### src/rtl/sbr_pkg.sv
package sbr_pkg;

  localparam int WORD_W = 32;

  typedef enum logic [1:0] {
    SZ_BYTE = 2'd0,
    SZ_HALF = 2'd1,
    SZ_WORD = 2'd2,
    SZ_WIDE = 2'd3
  } accSize_e;

  typedef enum logic [2:0] {
    CL_READ,
    CL_RMW,
    CL_FULL,
    CL_XFER,
    CL_CMD
  } reqClass_e;

  typedef struct packed {
    logic load;
    logic rdLatch;
    logic rmwMerge;
  } ctrlStrobe_t;

  function automatic logic [WORD_W-1:0] laneGet(input logic [WORD_W-1:0] word,
                                                input logic [1:0] size,
                                                input logic [1:0] ofs);
    case (size)
      2'd0:    return (word >> {ofs, 3'b000}) & 32'h0000_00ff;
      2'd1:    return ofs[1] ? {16'h0000, word[31:16]} : {16'h0000, word[15:0]};
      default: return word;
    endcase
  endfunction

  function automatic logic [WORD_W-1:0] laneSet(input logic [WORD_W-1:0] old,
                                                input logic [WORD_W-1:0] val,
                                                input logic [1:0] size,
                                                input logic [1:0] ofs);
    logic [WORD_W-1:0] mask;
    logic [WORD_W-1:0] ins;
    case (size)
      2'd0: begin
        mask = 32'h0000_00ff << {ofs, 3'b000};
        ins  = {24'h000000, val[7:0]} << {ofs, 3'b000};
      end
      2'd1: begin
        mask = ofs[1] ? 32'hffff_0000 : 32'h0000_ffff;
        ins  = ofs[1] ? {val[15:0], 16'h0000} : {16'h0000, val[15:0]};
      end
      default: begin
        mask = '1;
        ins  = val;
      end
    endcase
    return (old & ~mask) | ins;
  endfunction

endpackage

### src/rtl/sbr_datapath.sv
module sbr_datapath
  import sbr_pkg::*;
#(
  parameter int ADDR_W = 6,
  parameter logic [ADDR_W-1:0] XFER_OFS = 'h0C
) (
  input  logic              clk,
  input  logic              rstN,
  input  ctrlStrobe_t       strobe,
  input  logic              upWrite,
  input  logic [1:0]        upSize,
  input  logic [ADDR_W-1:0] upAddr,
  input  logic [WORD_W-1:0] upWdata,
  output reqClass_e         reqClass,
  output logic [ADDR_W-1:0] dnAddr,
  output logic [WORD_W-1:0] dnWdata,
  input  logic [WORD_W-1:0] dnRdata,
  output logic [WORD_W-1:0] rspData
);

  localparam logic [ADDR_W-1:0] CMD_OFS = XFER_OFS + ADDR_W'(2);

  logic [ADDR_W-1:0] reqAddr;
  logic [1:0]        reqSize;
  logic [WORD_W-1:0] reqWdata;
  logic [WORD_W-1:0] wordReg;
  logic [WORD_W-1:0] shadowReg;
  logic [WORD_W-1:0] rspReg;

  logic isHalf;
  logic hitXfer;
  logic hitCmd;
  logic hitXferWord;

  assign isHalf      = (upSize == SZ_HALF);
  assign hitXfer     = (upAddr[ADDR_W-1:1] == XFER_OFS[ADDR_W-1:1]);
  assign hitCmd      = (upAddr[ADDR_W-1:1] == CMD_OFS[ADDR_W-1:1]);
  assign hitXferWord = (upAddr[ADDR_W-1:2] == XFER_OFS[ADDR_W-1:2]);

  always_comb begin
    if (!upWrite)               reqClass = CL_READ;
    else if (isHalf && hitXfer) reqClass = CL_XFER;
    else if (isHalf && hitCmd)  reqClass = CL_CMD;
    else if (upSize[1])         reqClass = CL_FULL;
    else                        reqClass = CL_RMW;
  end

  always_ff @(posedge clk) begin
    if (!rstN) begin
      reqAddr   <= '0;
      reqSize   <= '0;
      reqWdata  <= '0;
      wordReg   <= '0;
      shadowReg <= '0;
      rspReg    <= '0;
    end else begin
      if (strobe.load) begin
        reqAddr  <= upAddr;
        reqSize  <= upSize;
        reqWdata <= upWdata;
        case (reqClass)
          CL_FULL: begin
            wordReg <= upWdata;
            if (hitXferWord) shadowReg <= upWdata;
          end
          CL_CMD:  wordReg   <= laneSet(shadowReg, upWdata, SZ_HALF, upAddr[1:0]);
          CL_XFER: shadowReg <= laneSet(shadowReg, upWdata, SZ_HALF, upAddr[1:0]);
          default: ;
        endcase
      end
      if (strobe.rmwMerge) wordReg <= laneSet(dnRdata, reqWdata, reqSize, reqAddr[1:0]);
      if (strobe.rdLatch)  rspReg  <= laneGet(dnRdata, reqSize, reqAddr[1:0]);
    end
  end

  assign dnAddr  = {reqAddr[ADDR_W-1:2], 2'b00};
  assign dnWdata = wordReg;
  assign rspData = rspReg;

  // the command path reads the shadow but never rewrites it
  p_cmd_keeps_shadow_r8: assert property (@(posedge clk) disable iff (!rstN)
    (strobe.load && reqClass == CL_CMD) |=> $stable(shadowReg))
    else $error("command half write altered the shadow word");

  // a word write to the shared word becomes the new shadow
  p_word_loads_shadow_r9: assert property (@(posedge clk) disable iff (!rstN)
    (strobe.load && reqClass == CL_FULL && hitXferWord) |=> (shadowReg == reqWdata))
    else $error("shared word write did not reload the shadow");

endmodule

### src/rtl/sbr_ctrl.sv
module sbr_ctrl
  import sbr_pkg::*;
#(
  parameter int GAP_W = 8
) (
  input  logic             clk,
  input  logic             rstN,
  input  logic [GAP_W-1:0] cfgGap,
  input  logic             upValid,
  input  reqClass_e        reqClass,
  output logic             upReady,
  output logic             dnValid,
  output logic             dnWrite,
  output logic             rspValid,
  output ctrlStrobe_t      strobe
);

  typedef enum logic [2:0] {
    ST_IDLE,
    ST_RD,
    ST_RMW,
    ST_WR,
    ST_RSP
  } state_e;

  state_e           state;
  state_e           stateNext;
  logic [GAP_W-1:0] gapCnt;
  logic             gapOpen;
  logic             accept;
  logic             wrIssue;

  assign gapOpen = (gapCnt == '0);
  assign accept  = upValid && (state == ST_IDLE);
  assign wrIssue = (state == ST_WR) && gapOpen;

  always_comb begin
    stateNext = state;
    case (state)
      ST_IDLE: if (accept) begin
        case (reqClass)
          CL_READ:        stateNext = ST_RD;
          CL_RMW:         stateNext = ST_RMW;
          CL_XFER:        stateNext = ST_RSP;
          default:        stateNext = ST_WR;
        endcase
      end
      ST_RD:   stateNext = ST_RSP;
      ST_RMW:  stateNext = ST_WR;
      ST_WR:   if (gapOpen) stateNext = ST_RSP;
      ST_RSP:  stateNext = ST_IDLE;
      default: stateNext = ST_IDLE;
    endcase
  end

  always_ff @(posedge clk) begin
    if (!rstN) begin
      state  <= ST_IDLE;
      gapCnt <= '0;
    end else begin
      state <= stateNext;
      if (wrIssue)      gapCnt <= (cfgGap == '0) ? '0 : cfgGap - 1'b1;
      else if (!gapOpen) gapCnt <= gapCnt - 1'b1;
    end
  end

  assign upReady         = (state == ST_IDLE);
  assign dnValid         = (state == ST_RD) || (state == ST_RMW) || wrIssue;
  assign dnWrite         = (state == ST_WR);
  assign rspValid        = (state == ST_RSP);
  assign strobe.load     = accept;
  assign strobe.rdLatch  = (state == ST_RD);
  assign strobe.rmwMerge = (state == ST_RMW);

  // Independent spacing monitor: cycles since the last write strobe
  logic [GAP_W:0]   sinceWr;
  logic [GAP_W-1:0] lastGap;
  logic             seenWr;
  logic [GAP_W:0]   minSpace;

  always_ff @(posedge clk) begin
    if (!rstN) begin
      sinceWr <= '0;
      lastGap <= '0;
      seenWr  <= 1'b0;
    end else if (dnValid && dnWrite) begin
      sinceWr <= 1;
      lastGap <= cfgGap;
      seenWr  <= 1'b1;
    end else if (sinceWr != '1) begin
      sinceWr <= sinceWr + 1'b1;
    end
  end

  assign minSpace = (lastGap == '0) ? 1 : {1'b0, lastGap};

  p_gap_kept_r10: assert property (@(posedge clk) disable iff (!rstN)
    (dnValid && dnWrite && seenWr) |-> (sinceWr >= minSpace))
    else $error("downstream writes closer than the programmed gap");

  p_read_prompt_r4: assert property (@(posedge clk) disable iff (!rstN)
    (upValid && upReady && reqClass == CL_READ) |=> (dnValid && !dnWrite))
    else $error("read was not issued in the cycle after accept");

  p_xfer_silent_r7: assert property (@(posedge clk) disable iff (!rstN)
    (upValid && upReady && reqClass == CL_XFER) |=> !dnValid)
    else $error("setup half write reached the peripheral");

  p_single_rsp_r11: assert property (@(posedge clk) disable iff (!rstN)
    rspValid |=> (!rspValid && upReady))
    else $error("response pulse longer than one cycle");

endmodule

### src/rtl/subword_bridge.sv
module subword_bridge
  import sbr_pkg::*;
#(
  parameter int ADDR_W = 6,
  parameter int GAP_W  = 8,
  parameter logic [ADDR_W-1:0] XFER_OFS = 'h0C
) (
  input  logic              clk,
  input  logic              rstN,
  input  logic [GAP_W-1:0]  cfgGap,
  input  logic              upValid,
  output logic              upReady,
  input  logic              upWrite,
  input  logic [1:0]        upSize,
  input  logic [ADDR_W-1:0] upAddr,
  input  logic [31:0]       upWdata,
  output logic              rspValid,
  output logic [31:0]       rspData,
  output logic              dnValid,
  output logic              dnWrite,
  output logic [ADDR_W-1:0] dnAddr,
  output logic [31:0]       dnWdata,
  input  logic [31:0]       dnRdata
);

  ctrlStrobe_t strobe;
  reqClass_e   reqClass;

  sbr_ctrl #(.GAP_W(GAP_W)) ctrl_i (
    .clk      (clk),
    .rstN     (rstN),
    .cfgGap   (cfgGap),
    .upValid  (upValid),
    .reqClass (reqClass),
    .upReady  (upReady),
    .dnValid  (dnValid),
    .dnWrite  (dnWrite),
    .rspValid (rspValid),
    .strobe   (strobe)
  );

  sbr_datapath #(.ADDR_W(ADDR_W), .XFER_OFS(XFER_OFS)) dp_i (
    .clk      (clk),
    .rstN     (rstN),
    .strobe   (strobe),
    .upWrite  (upWrite),
    .upSize   (upSize),
    .upAddr   (upAddr),
    .upWdata  (upWdata),
    .reqClass (reqClass),
    .dnAddr   (dnAddr),
    .dnWdata  (dnWdata),
    .dnRdata  (dnRdata),
    .rspData  (rspData)
  );

endmodule

### config.mk
export PLATFORM = sky130hd
export DESIGN_NAME = subword_bridge
export DESIGN_NICKNAME = d
export VERILOG_FILES = /design/src/rtl/sbr_pkg.sv /design/src/rtl/sbr_datapath.sv /design/src/rtl/sbr_ctrl.sv /design/src/rtl/subword_bridge.sv
export SDC_FILE = /design/constraint.sdc
export NUM_CORES = 1
export LEC_CHECK = 0
export BUFFER_PORTS_ARGS = -buffer_cell sky130_fd_sc_hd__buf_4
export CAP_MARGIN = 30
export CORE_ASPECT_RATIO = 1.2
export CORE_MARGIN = 5
export CORE_UTILIZATION = 55
export DETAILED_ROUTE_END_ITERATION = 7
export GPL_TIMING_DRIVEN = 0
export PLACE_DENSITY = 0.89
export SLEW_MARGIN = 20
export SYNTH_ARGS = -nofsm -noshare
export SYNTH_HDL_FRONTEND = slang
export SYNTH_SLANG_ARGS = --single-unit
### constraint.sdc
create_clock -name clk -period 2.39 [get_ports clk]
set_clock_uncertainty 0.2 [all_clocks]
set_input_delay 0.239 -clock clk [delete_from_list [all_inputs] [get_ports clk]]
set_output_delay 0.239 -clock clk [all_outputs]
set_load 0.05 [all_outputs]
### Yosys cells after proc, flatten, opt, wreduce, memory -nomap -nowiden

Cells that the tools add are included.

| storage, ports and cells | value |
|---|---|
| memories kept | 0 |
| latch bits | 0 |
| output and inout port bits | 74 |
| RAM bits | 0 |
| bits in registers | 147 |
| ROM bits | 0 |
| logic and storage cells | 96 |
| input bits | 84 |

| cells by class | value |
|---|---|
| reduce and logical (&&, ||, !) cells | 17 |
| divide/modulo/power cells | 0 |
| bitwise gates (word level) | 9 |
| multipliers | 0 |
| muxes and demuxes | 40 |
| $lt $le $gt $ge | 0 |
| shifts and indexed selects | 3 |
| $add $sub $neg | 2 |
| equal/unequal tests | 17 |

Operators by type and width:

| cell | count |
|---|---|
| 2-to-1 mux 32 bit | 23 |
| one-hot mux 32 bit (2 select lines) | 5 |
| bitwise AND 32 bit | 3 |
| inverter 32 bit | 3 |
| OR 32 bit | 3 |
| << shifter 8 x 5 -> 32 bit | 1 |
| << shifter 8 x 5 -> 32 bit (first input constant) | 1 |
| >> shifter 32 x 5 -> 8 bit | 1 |
| 2-to-1 mux 8 bit | 3 |
| logical NOT 8 bit | 2 |
| 2-to-1 mux 16 bit | 1 |
| subtractor 8 x 1 -> 8 bit (second input constant) | 2 |
| 2-to-1 mux 3 bit | 5 |
| == test 3 x 2 -> 1 bit (second input constant) | 4 |
| one-hot mux 3 bit (4 select lines) | 1 |
| == test 5 x 3 -> 1 bit (second input constant) | 2 |
| one-hot mux 3 bit (3 select lines) | 1 |
| == test 3 x 1 -> 1 bit (second input constant) | 2 |
| == test 3 bit (second input constant) | 2 |
| logical NOT 3 bit | 2 |
| inequality test 2 x 1 -> 1 bit (second input constant) | 3 |
| == test 2 x 1 -> 1 bit (second input constant) | 2 |
| == test 4 x 2 -> 1 bit (second input constant) | 1 |
| logical AND 1 bit | 4 |
| 8 further kinds | 11 |

### Longest topological paths before layout

| logic depth | value |
|---|---|
| word-level depth | 15 |
| gate-level depth with buffers | 8 |
| depth with buffers taken out | 6 |

### By module

Synthesis repeated with hierarchy kept, for this count alone.

| second synthesis, totals | value |
|---|---|
| cell total of the unflattened synthesis | 928 |
| area total of the unflattened synthesis | 7868.8 um2 |

Modules (own cells, without submodules):

| module | times used | sequential area each (um2) | area each (um2) | cells each |
|---|---|---|---|---|
| sbr_datapath | 1 | 2722.6 | 7011.7 | 817 |
| sbr_ctrl | 1 | 220.2 | 857.1 | 111 |

### Worst setup path before layout

No wires, ideal clock.

| timing | value |
|---|---|
| path type | register to register |
| start | register ctrl_i.state[0] |
| end | register ctrl_i.state[1] |
| required time | 2.114 ns |
| setup time | 0.076 ns |
| stages on the path, launching flop included | 6 |
| path buffers | 1 |
| clock period less this slack | 2.788 ns |
| setup slack | -0.398 ns |
| data arrival time | 2.512 ns |
| path through | dfxtp_1 clkbuf_1 nor3_1 o311ai_0 a311o_1 a21boi_0 |

| on the way | value |
|---|---|
| cells in the longest elaborated chain, start to end | 4 |
| elaborated cells on any way between the ends | 9 |
| classes of those cells | eq/ne (5); mux (1); reduce/logical (3) |

RTL lines:

| item | RTL line | RTL |
|---|---|---|
| start, declared | sbr_ctrl.sv:26 | `state_e state;` |
| start signal, assigned | sbr_ctrl.sv:61 | `state <= stateNext;` |
| logical NOT 3 bit * | - |  |
| via upReady | subword_bridge.sv:12 | `output logic upReady,` |
| logical AND 1 bit | sbr_ctrl.sv:34 | `assign accept = upValid && (state == ST_IDLE);` |
| inequality test 2 x 1 -> 1 bit (no source line) | - |  |
| AND reduction 2 bit (no source line) | - |  |

Mark *: on every way through the listed nets, which the timed path passes. The rest lies on a longest branch.
A chain may end at the register's enable or synchronous reset.

### Worst setup path after layout

| timing | value |
|---|---|
| start | register ctrl_i.state[1] |
| end | output port dnValid |

| on the way | value |
|---|---|
| cells in the longest elaborated chain, start to end | 3 |
| elaborated cells on any way between the ends | 6 |
| classes of those cells | eq/ne (3); reduce/logical (3) |

RTL lines:

| item | RTL line | RTL |
|---|---|---|
| == test 3 x 1 -> 1 bit, or another cell as far along | sbr_ctrl.sv:68 | `assign dnValid = (state == ST_RD) \|\| (state == ST_RMW) \|\| wrIssue;` |
| logical OR 1 bit or logical AND 1 bit (tied branches) | sbr_ctrl.sv:68, sbr_ctrl.sv:35 |  |
| logical OR 1 bit * | sbr_ctrl.sv:68 |  |
| end, declared | subword_bridge.sv:19 | `output logic dnValid,` |

Every way passes the cells marked *; elsewhere a longest branch is shown, timed or not.

==> key figures <==
Clocking
  • # H-tree levels: 4
  • Cts bufs inserted: 17
  • Clock Latency Late Sink: 0.43 ns
  • CTS clk-pin slew, worst paths: 0.06 ns
  • CTS max path bufs: 2
  • CTS tree: yes
  • Clock sink count: 147
  • CTS root buffer: clkbuf_16

Die
  • FP Rows: 48
  • Initial Util: 55.52%
  • Die Span Y: 141.6 um
  • IO Pins: 158
  • Die area: 0.01694 mm^2
  • Die width: 119.7 um
  • Core area: 0.01429 mm^2

Timing
  • Min Tclk post-route: 2.330 ns
  • Fmax: 429.2 MHz
  • Slew @ Worst Pin: 1.002 ns
  • Final Hold Viols: 0
  • Setup violations, final: 0
  • Worst hold slack: 0.008132 ns
  • Final Cycle Share: 97.48%
  • Relative slew slack: 32.89%
  • Final setup margin: 0.06023 ns
  • Max Slew Vio Count: 0
  • Setup TNS: 0 ns

Final layout
  • Total Nets Final: 1299
  • Fillcell total: 1019
  • Most common cell after layout, fill and taps aside: nand2_1
  • Final instance area: 0.01058 mm^2
  • Post-layout util: 74.03%
  • Layout cells sized above 1: 20.31%
  • Layout area overhead: 33.33%
  • Most frequent cells in the layout: nand2_1 (167), buf_4 (161), dfxtp_1 (146)

Logic synthesis
  • Cells after synthesis: 980
  • Async set-reset flop share out of synthesis: 0%
  • Register area share after synthesis: 37.08%
  • Flops & latches, synth: 147
  • Mapped Area: 0.007936 mm^2
  • Post-synth EDFFs: 0
  • Top FF cell, synth: dfxtp_1
  • Syn_area_per_cell: 8.098 um^2
  • Cell variety after synth: 62
  • Synth warnings: 0

Power
  • Combinational Power Share: 36.0%
  • P per Cell Area: 823.5 mW/mm^2
  • Flop pwr share: 34.7%
  • Maximum vdd drop: 0.4175 mV
  • Switch Pwr: 3.398 mW
  • Switching share of total power: 39.00%
  • Int Power: 5.315 mW
  • Leak Pwr: 4.142 nW
  • Clock power frac: 29.3%

Setup path
  • CP max stage delay: 0.40 ns
  • WS Path Type: flop to output port
  • Crit path top cell by count: nand3_1
  • Crit end category: output port
  • Worst path slowest cell: dfxtp_1
  • Reg2Reg Setup Slack: 0.09 ns
  • CP Cell Sequence: buf_4 > and3b_1 > clkbuf_4 > nand3_1 > nand3_1 > buf_6
  • Depth of the most critical reg-to-reg path: 6
  • Critical path arrival: 1.89 ns
  • CP startpoint kind: flop
  • Required @ worst endpoint: 1.95 ns
  • Critical Path Fanout Max: 10

Global route
  • Initial antenna violation count: 1
  • First-pass GRT wire length: 45980 um
  • Vias in the first global route: 8651
  • Total gr overflow: 0
  • Total Routing Usage GR: 34.16%
  • Largest net degree at the start of global routing: 20

Run status
  • Status: finished clean

Drt
  • DRT Pass-1 Iters: 6
  • Wire length per cell: 21.53 um
  • Post-Route WL: 30190 um
  • Vias per std cell: 6.482
  • Iteration-0 DRC Markers: 1205
  • DRC errors left: 0
  • DR vias: 9088
  • Antenna viol nets, final: 0

Place
  • Post-place setup slack: -0.1466 ns
  • Cell Area, Placed: 0.009298 mm^2
  • IO Port Bufs: 151
  • GP Congestion: 0.9794
  • DP Wirelength: 21270 um

Flow run
  • Max cap viols: 0

Worst hold path
  • Min-delay worst type: input port to flop
  • Worst Hold Depth: 3
-- cells in the mapped netlist (16+ instances only) --
master	number	area [um^2]
nand2_1	168	630.6
dfxtp_1	147	2943
a21oi_1	35	175.2
nor3_1	34	170.2
inv_1	31	116.4
o211ai_1	27	202.7
a221oi_1	16	140.1
o21ai_0	17	85.08
o32ai_1	24	210.2
a21boi_0	91	683.2
buf_2	24	120.1
mux2i_1	26	260.3
nor2_1	21	78.83
a211oi_1	31	232.7
nand3_1	37	185.2
clkbuf_1	69	259.0
and3_1	42	262.8
-- per-layer routing --
layer	vias to the layer above	global-route usage, %	part of all wire (%)
met1	4152	40.85	36
met4	0	19.84	6.2
met2	714	56.99	47
met5	-	0	0
met3	183	6.978	11
li1	4039	-	-
-- sequential cells by signal, summed over array words and instances, names as in the netlist --
signal          cells
ctrl_i.gapCnt       8
ctrl_i.state        3
dp_i.dnWdata       32
dp_i.reqAddr        6
dp_i.reqSize        2
dp_i.reqWdata      32
dp_i.rspData       32
dp_i.shadowReg     32
-- power by group through the flow --
stage	registers, mW	clock network [mW]	logic, mW
2_1_floorplan	3.46	0	1.47
3_3_place_gp	3.02	0	2.77
3_5_place_dp	3.03	0	2.83
4_1_cts	2.99	2.52	2.96
5_1_grt	3.05	2.65	3.31
6_report	3.02	2.55	3.14
-- cell type report --
type	instances	area, um^2	area share [%]
multi-input cells	701	4516	42.67
flip-flops and latches	147	2944	27.82
repair buffers	216	1778	16.80
plain buffers	98	449.2	4.245
clock buffers	19	442.9	4.186
well taps	175	219.0	2.069
inverters	32	120.1	1.135
clock inverters	13	110.1	1.041
diodes	1	2.502	0.02365
-- cell families (layout without fill, tap and decap cells) --
kind of cell | after synthesis | count (layout) | share of synthesized area (%)
AND/OR/NAND/NOR | 362 | 362 | 22.69
other | 1 | 3 | 0.04725
adder cells (fa/ha/maj) | 2 | 2 | 0.3153
buffers and inverters | 133 | 378 | 6.953
XOR/XNOR | 5 | 5 | 0.5518
AO/OA/AOI/OAI | 304 | 304 | 29.09
flip-flops | 147 | 147 | 37.08
multiplexers | 26 | 26 | 3.279
-- path summary, 6_finish.rpt --
kind | to | start
worst max-delay path | dnValid | ctrl_i.state[1]
worst min-delay path | dp_i.rspData[8] | dnRdata[8]
worst max register to register | dp_i.dnWdata[17] | ctrl_i.state[1]
worst min register to register | dp_i.dnWdata[10] | dp_i.dnWdata[10]
-- worst max-delay path, delay by kind of cell (launching register included) --
family	cells	cell delay [ns]
DFF	1	0.40
and+or+nand+nor	3	0.48
buffers and inverters	3	0.58
-- through the flow --
step                      cells  power (mW)
after floorplan             981       4.932
after global placement     1307       5.794
after detailed placement   1307       5.863
after CTS                  1401       8.463
after global routing       1402       9.004
final                      1402       8.714
-- timing repair --
item | in CTS | in global routing
cloned | 0 | 0
endpoints found under the setup margin | 26 | 55
pin swaps | 1 | 0
endpoints found under the hold margin | 83 | 0
gates resized for setup | 9 | 31
buffers inserted | 3 | 1
hold buffers | 61 | 0
Note: power is estimated with default switching activity, not from simulation.
